<file path="config.mk">
export PLATFORM = sky130hd
export DESIGN_NAME = pingpong_buf
export DESIGN_NICKNAME = d
export VERILOG_FILES = /design/src/rtl/pp_pkg.sv /design/src/rtl/pp_ctrl.sv /design/src/rtl/pp_datapath.sv /design/src/rtl/pingpong_buf.sv
export SDC_FILE = /design/constraint.sdc
export NUM_CORES = 2
export LEC_CHECK = 0
export BUFFER_PORTS_ARGS = -buffer_cell sky130_fd_sc_hd__clkbuf_2
export CAP_MARGIN = 20
export CORE_MARGIN = 2
export CORE_UTILIZATION = 45
export CTS_CLUSTER_SIZE = 8
export DETAILED_ROUTE_END_ITERATION = 8
export GPL_TIMING_DRIVEN = 0
export PLACE_DENSITY = 0.6
export SLEW_MARGIN = 20
export SYNTH_ARGS = -nofsm -noshare
export SYNTH_HDL_FRONTEND = slang
export SYNTH_HIERARCHICAL = 1
export SYNTH_SLANG_ARGS = --single-unit
</file>
<file path="constraint.sdc">
create_clock -name clk -period 3 [get_ports clk]
set_clock_uncertainty 0.05 [all_clocks]
set_input_delay 0.6 -clock clk [delete_from_list [all_inputs] [get_ports clk]]
set_output_delay 0.6 -clock clk [all_outputs]
set_load 0.05 [all_outputs]
</file>
<file path="src/rtl/pp_pkg.sv">
package pp_pkg;

  // Strobes from control to datapath, valid in the cycle they are driven.
  typedef struct packed {
    logic wrEn;    // write inData this edge
    logic wrBank;  // bank being filled by the stream side
    logic rdBank;  // bank owned by the processor
  } ppStrobes_t;

endpackage

</file>
<file path="src/rtl/pp_ctrl.sv">
module pp_ctrl
  import pp_pkg::*;
#(
  parameter int BLOCK_LEN = 64,
  parameter int ADDR_W    = $clog2(BLOCK_LEN)
) (
  input  logic              clk,
  input  logic              rstN,
  input  logic              inValid,
  input  logic              ackIrq,
  input  logic              clrOverrun,
  output logic              inReady,
  output logic [ADDR_W-1:0] wrAddr,
  output ppStrobes_t        strobes,
  output logic              irqPulse,
  output logic              cpuBank,
  output logic              overrun
);

  localparam logic [ADDR_W-1:0] LAST_ADDR = ADDR_W'(BLOCK_LEN - 1);

  logic              readyQ;
  logic [ADDR_W-1:0] wrPtr;
  logic              fillBank;
  logic              pendingQ;
  logic              overrunQ;
  logic              irqQ;

  logic acceptS;
  logic lastS;
  logic swapS;

  always_comb begin
    acceptS = inValid && readyQ;
    lastS   = (wrPtr == LAST_ADDR);
    swapS   = acceptS && lastS;
  end

  always_ff @(posedge clk) begin
    if (!rstN) begin
      readyQ   <= 1'b0;
      wrPtr    <= '0;
      fillBank <= 1'b0;
      pendingQ <= 1'b0;
      overrunQ <= 1'b0;
      irqQ     <= 1'b0;
    end else begin
      readyQ <= 1'b1;
      if (acceptS) begin
        wrPtr <= lastS ? '0 : wrPtr + 1'b1;
      end
      if (swapS) begin
        fillBank <= ~fillBank;
      end
      irqQ     <= swapS;
      pendingQ <= swapS | (pendingQ & ~ackIrq);
      overrunQ <= (swapS & pendingQ & ~ackIrq) | (overrunQ & ~clrOverrun);
    end
  end

  always_comb begin
    strobes.wrEn   = acceptS;
    strobes.wrBank = fillBank;
    strobes.rdBank = ~fillBank;
  end

  assign inReady  = readyQ;
  assign wrAddr   = wrPtr;
  assign irqPulse = irqQ;
  assign cpuBank  = ~fillBank;
  assign overrun  = overrunQ;

endmodule

</file>
<file path="src/rtl/pp_datapath.sv">
module pp_datapath
  import pp_pkg::*;
#(
  parameter int DATA_W    = 16,
  parameter int BLOCK_LEN = 64,
  parameter int ADDR_W    = $clog2(BLOCK_LEN)
) (
  input  logic              clk,
  input  ppStrobes_t        strobes,
  input  logic [ADDR_W-1:0] wrAddr,
  input  logic [DATA_W-1:0] wrData,
  input  logic [ADDR_W-1:0] rdAddr,
  output logic [DATA_W-1:0] rdData
);

  localparam int NUM_BANKS = 2;

  logic [DATA_W-1:0] bankWord [NUM_BANKS];

  for (genvar bankIdx = 0; bankIdx < NUM_BANKS; bankIdx++) begin : g_bank
    logic [DATA_W-1:0] mem [BLOCK_LEN];

    always_ff @(posedge clk) begin
      if (strobes.wrEn && (strobes.wrBank == 1'(bankIdx))) begin
        mem[wrAddr] <= wrData;
      end
    end

    assign bankWord[bankIdx] = mem[rdAddr];
  end

  always_ff @(posedge clk) begin
    rdData <= bankWord[strobes.rdBank];
  end

endmodule

</file>
<file path="src/rtl/pingpong_buf.sv">
module pingpong_buf
  import pp_pkg::*;
#(
  parameter int DATA_W    = 16,
  parameter int BLOCK_LEN = 64,
  localparam int ADDR_W   = $clog2(BLOCK_LEN)
) (
  input  logic              clk,
  input  logic              rstN,
  input  logic              inValid,
  output logic              inReady,
  input  logic [DATA_W-1:0] inData,
  input  logic [ADDR_W-1:0] rdAddr,
  output logic [DATA_W-1:0] rdData,
  input  logic              ackIrq,
  input  logic              clrOverrun,
  output logic              irqPulse,
  output logic              cpuBank,
  output logic              overrun
);

  ppStrobes_t        strobes;
  logic [ADDR_W-1:0] wrAddr;

  pp_ctrl #(
    .BLOCK_LEN(BLOCK_LEN),
    .ADDR_W   (ADDR_W)
  ) u_ctrl (
    .clk       (clk),
    .rstN      (rstN),
    .inValid   (inValid),
    .ackIrq    (ackIrq),
    .clrOverrun(clrOverrun),
    .inReady   (inReady),
    .wrAddr    (wrAddr),
    .strobes   (strobes),
    .irqPulse  (irqPulse),
    .cpuBank   (cpuBank),
    .overrun   (overrun)
  );

  pp_datapath #(
    .DATA_W   (DATA_W),
    .BLOCK_LEN(BLOCK_LEN),
    .ADDR_W   (ADDR_W)
  ) u_dp (
    .clk    (clk),
    .strobes(strobes),
    .wrAddr (wrAddr),
    .wrData (inData),
    .rdAddr (rdAddr),
    .rdData (rdData)
  );

endmodule

</file>
# == After elaboration in Yosys (flattened, before gate mapping) ==
# Memory sizes are Yosys's and may differ from the RTL's.
# Cells that the tools add are included.
# classes
add_sub_neg,1
n_bitwise,10
n_mux,9
n_lt_le_gt_ge,1
reduce_logical,4
n_eq_ne,1
# op_table
cell,count
2-to-1 mux 16 bit,3
adder 6 x 1 -> 6 bit (second input constant),1
== test 6 bit (second input constant),1
2-to-1 mux 6 bit,1
2-to-1 mux 1 bit,5
bitwise AND 1 bit,4
logical AND 1 bit,4
inverter 1 bit,3
greater-or-equal comparator 2 bit (second input constant),1
inverter 1 -> 2 bit,1
bitwise OR 1 bit,2
# word_totals
ramBits,2048
ff_bits,27
out_inout_bits,20
n_memories,2
input_bits,27
word_cells,35
# memory_table
memory,words,width,rd,rd_ports_with_merged_regs,write_ports,line_no,rtl
u_dp.g_bank[0].mem,64,16,1,0,1,pp_datapath.sv:21,logic [DATA_W-1:0] mem [BLOCK_LEN];
u_dp.g_bank[1].mem,64,16,1,0,1,pp_datapath.sv:21,

# == Depth between registers and ports, before layout ==
# logic_depth
depth_word,5
ltp_mapped,8

# == Modules after synthesis ==
# The synthesis kept the hierarchy.
# modules_own_cells
mod,cells_per_inst,area_each_um2,n_inst
pp_datapath,3093,78546.6,1
pp_ctrl,53,466.7,1

# == Worst setup path before layout ==
# Ideal clock, no wire load.
# synth_timing
path_type,input port to flip-flop
start,input port rdAddr[0]
end,register u_dp.rdData[0]
arrival_ns,2.971
cell_stages,6
setup_slack_ns,-0.142
path_buffers,2
setup_time_ns,0.121
path_cell_list,buf_2 > clkbuf_1 > mux4_2 > mux4_2 > mux4_2 > mux2_2
# synth_via
elab_chain_len,4
elab_cells_between_ends,5
cone_classes,3 x mux; 2 x memory
# synth_rtl
item,line_no,rtl
from (decl),pingpong_buf.sv:13,"input logic [ADDR_W-1:0] rdAddr,"
memory read (64 x 16 bit),-,
2-to-1 mux 16 bit (not written as such) * (3 in series),pp_datapath.sv:33,rdData <= bankWord[strobes.rdBank];
to (signal assigned),pp_datapath.sv:33,
to (decl),pp_datapath.sv:13,output logic [DATA_W-1:0] rdData
# Mark *: on every way between the ends. The rest lies on a longest branch, timed or not. The select of a mux whose other input is x is not followed.
# A chain may end at the register's enable or synchronous reset.

# == Worst setup path after layout ==
# layout_timing
start,register u_ctrl.wrPtr[4] (netlist: u_ctrl/wrAddr[4])
end,memory u_dp.g_bank[0].mem[22][11] (enable)
# layout_rtl
item,line_no,rtl
from (decl),pp_ctrl.sv:23,logic [ADDR_W-1:0] wrPtr;
from (signal assigned),pp_ctrl.sv:50,wrPtr <= lastS ? '0 : wrPtr + 1'b1;
to (decl),pp_datapath.sv:21,
# Straight into the memory's write port.

==> metrics.md <==
| Metric | Value |
|---|---|
| Signal arrival time at the worst endpoint | `3.47 ns` |
| Final #Nets | `3693` |
| Maximum net fanout on the critical path | `12` |
| Number of rows created at floorplan | `153` |
| Routed wire per std cell | `33.10 um` |
| Die outline area | `179000 um2` |
| Max Freq | `337.5 MHz` |
| Starting density of the core | `45.36%` |
| DRC Markers | `0` |
| Filler instances | `13.02k` |
| IO Pins | `47` |
| GPL Wtd Cong | `0.8944` |
| Internal reg-to-reg setup slack | `0.04 ns` |
| Most common cell after layout, fill and taps aside | `sky130_fd_sc_hd__edfxtp_1` |
| Post-Synthesis Mean Instance Area | `25.12 um2` |
| Die Y | `423.0 um` |
| Met2 WL post-DR | `98.31 mm` |
| Buffering stage count on the worst path with inverters included | `3` |
| RSZ-0062 raised after global routing | `yes` |
| Detailed-routed wire length on met3 | `14.61 mm` |
| Worst hold margin | `0.04832 ns` |
| Layout cells sized above 1 | `40.30%` |
| Wire length of the first global-routing pass | `281.9 mm` |
| Largest voltage drop on the vdd net | `0.6019 mV` |
| Floorplan core area | `174200 um2` |
| Synthesized flop and latch total | `2075` |
| Critical R2R Launch | `u_ctrl/wrAddr[4]` |
| Slew HR | `25.29%` |
| Max-slew violation count | `0` |
| Crit-path slowest cell | `sky130_fd_sc_hd__or3b_2` |
| Capturing element type of the critical path | `flop` |
| Highest metal layer with signal wires | `met5` |
| Commonest cells after routing, fill and taps aside | `sky130_fd_sc_hd__edfxtp_1 (2048), sky130_fd_sc_hd__mux4_2 (672), sky130_fd_sc_hd__clkbuf_16 (315)` |
| Overflow after GRT | `0` |
| Number of H-tree levels | `5` |
| Required time of the critical path | `3.51 ns` |
| Insertion delay to the later sink of the worst-skew pair | `0.92 ns` |
| Final critical delay including setup and external delays | `2.963 ns` |
| Clock tree from TritonCTS | `done` |
| Type of the worst setup path | `flop to flop` |
| DRT Pass-1 Iters | `6` |
| Final setup fails | `0` |
| Core occupancy in the finished layout | `53.81%` |
| Area growth from synthesis to layout | `18.65%` |
| YS warnings | `6` |
| GRT Resource Usage Total | `22.49%` |
| Wire length on met1 | `82.21 mm` |
| Die width | `423.0 um` |
| Worst-path clk slew | `0.05 ns` |
| Clock net sink count | `2075` |
| Worst Hold Class | `input pin to flop` |
| Number of hold violations in the final report | `0` |
| Part of the Yosys area used for sequential elements | `78.52%` |
| Static Leakage | `29.31 nW` |
| Vias | `36.58k` |
| Count of input and output buffers | `40` |
| Clock Tree Buf Depth | `4` |
| Remaining number of nets flagged by the antenna check after routing | `0` |
| Via count of the first global-routing pass | `37.04k` |
| Period utilisation layout | `98.76%` |
| Post-Synthesis Cells | `3146` |
| Violation count after the first detailed-routing iteration | `4372` |
| CP Cell Sequence | `clkbuf_1 > or3b_2 > inv_1 > nand2_1 > nor2_2 > buf_6` |
| Power density relative to cell area | `694.2 nW/um2` |
| Slowest stage delay, CP | `0.76 ns` |
| Pin slew with the least headroom to its limit | `1.121 ns` |
| Number of violations of the max-capacitance limit | `0` |
| Antenna violations before repair | `17` |
| Post-synthesis cell type count | `31` |
| Critical hold path startpoint | `inData[0]` |
| Number of buffers added by the clock tree synthesis step | `310` |
| Outcome | `finished clean` |
| Via density per instance | `6.053` |
| Kind of cell with the highest combined delay on the critical path | `simple AND/OR/NAND/NOR gates` |
| First element of the critical path | `u_ctrl/wrAddr[4]` |
| Final HPWL from detailed placement | `134.7 mm` |
| Mapped Nets | `3174` |
| Clock Root Buffer | `sky130_fd_sc_hd__clkbuf_16` |
| Cell area after synthesis | `79010 um2` |
| Maximum number of pins on one net before global-route repair | `113` |
| Final routed wirelength across all metal layers | `200.0 mm` |
| Critical Path Source Type | `flop` |
-- cell families after synthesis --
logic type / after synthesis / synth area share (%)
AND/OR/NAND/NOR: 190 / 1.021
adder cells (fa/ha/maj): 1 / 0.01583
multiplexers: 689 / 19.40
buffers and inverters: 182 / 0.9723
AO/OA/AOI/OAI: 7 / 0.05542
XOR/XNOR: 2 / 0.02217
flip-flops: 2075 / 78.52
-- worst reg2reg max path, cell delays in order (launching register included) --
cell	delay, ns
sky130_fd_sc_hd__dfxtp_1	0.39
sky130_fd_sc_hd__clkbuf_1	0.36
sky130_fd_sc_hd__or3b_2	0.76
sky130_fd_sc_hd__inv_1	0.14
sky130_fd_sc_hd__nand2_1	0.27
sky130_fd_sc_hd__nor2_2	0.42
sky130_fd_sc_hd__buf_6	0.25
-- stage by stage --
stage / setup TNS [ns] / worst slack (ns) / instance area (um2) / total power [mW] / std cells
floorplan: 0 / 0.009954 / 79200 / 34.17 / 3146
global placement: -2515.47 / -2.304 / 82310 / 35.71 / 5511
detailed placement: -515.27 / -1.864 / 84780 / 35.78 / 5646
CTS: -28.27 / -0.2103 / 93600 / 65.64 / 6040
global route: -0.1299 / -0.01020 / 93740 / 66.85 / 6041
finish: 0 / 0.03709 / 93750 / 65.08 / 6043
-- cells in the mapped netlist --
cell type,count,area (um2)
sky130_fd_sc_hd__nor2_1,133,499.2
sky130_fd_sc_hd__clkbuf_1,87,326.6
sky130_fd_sc_hd__dfxtp_1,27,540.5
sky130_fd_sc_hd__nand2_1,21,78.83
sky130_fd_sc_hd__a21oi_1,2,10.01
sky130_fd_sc_hd__xor2_1,2,17.52
sky130_fd_sc_hd__nand3_1,11,55.05
sky130_fd_sc_hd__a31o_2,1,8.760
sky130_fd_sc_hd__buf_4,3,22.52
sky130_fd_sc_hd__nor2b_1,2,12.51
sky130_fd_sc_hd__mux2i_1,1,10.01
sky130_fd_sc_hd__nor3_1,2,10.01
sky130_fd_sc_hd__nand2b_1,1,6.260
sky130_fd_sc_hd__inv_1,14,52.55
sky130_fd_sc_hd__or3_1,5,31.28
sky130_fd_sc_hd__nor3b_1,1,7.510
sky130_fd_sc_hd__mux2_2,16,180.2
sky130_fd_sc_hd__ha_1,1,12.51
sky130_fd_sc_hd__nand3b_1,6,45.04
sky130_fd_sc_hd__nand4_1,3,18.77
sky130_fd_sc_hd__mux4_2,672,15130
sky130_fd_sc_hd__o21ai_0,1,5.000
sky130_fd_sc_hd__buf_1,24,90.09
sky130_fd_sc_hd__and2_1,1,6.260
sky130_fd_sc_hd__or3b_2,3,26.28
sky130_fd_sc_hd__a31oi_1,2,12.51
sky130_fd_sc_hd__edfxtp_1,2048,61500
sky130_fd_sc_hd__buf_6,1,11.26
sky130_fd_sc_hd__nand3_2,1,10.01
sky130_fd_sc_hd__buf_2,53,265.3
sky130_fd_sc_hd__o21a_1,1,7.510
-- layout make-up --
class	count	area, um2	share of cell area [%]
well taps	2325	2909	3.103
inverters	14	52.55	0.05606
multi-input cells	889	16940	18.07
diodes	3	7.507	0.008008
plain buffers	163	978.4	1.044
clock buffers	349	8010	8.544
repair buffers	212	2708	2.888
flip-flops and latches	2075	62040	66.18
clock inverters	13	106.4	0.1134
-- repair_timing --
item | 4_1_cts | 5_1_grt
pin swaps | 14 | 2
resized for setup | 72 | 34
hold buffers | 6 | 0
hold endpoints to repair | 32 | 0
buffers inserted | 29 | 2
endpoints found under the setup margin | 1366 | 875
gates cloned | 0 | 0
-- power by group --
part	leakage [nW]	switching, mW	internal [mW]	total (mW)
combinational	6.70	2.04	1.21	3.25
clock	3.98	11.4	18.5	29.8
sequential	18.6	0.0220	32.0	32.0
-- registers in the layout, summed over array words and instances (netlist names) --
register         count
u_dp/rdData         16
u_ctrl/fillBank      1
u_ctrl/irqPulse      1
u_dp/g_bank.mem   2048
u_ctrl/inReady       1
u_ctrl/wrAddr        6
u_ctrl/overrun       1
u_ctrl/pendingQ      1
-- per-layer routing --
metal	GRT usage [%]	vias up
met3	4.249	338
met2	35.89	1551
met5	0	-
met4	6.447	6
li1	-	14621
met1	31.94	20061
-- worst paths after layout --
| path | to | cells after the start |
|---|---|---|
| max | u_dp/g_bank[0].mem[22][11] | 6 |
| min | u_dp/g_bank[0].mem[9][0] | 1 |
| max reg2reg | u_dp/g_bank[0].mem[22][11] | 6 |
| min reg2reg | u_ctrl/fillBank | 2 |
Note: power is estimated with default switching activity, not from simulation.
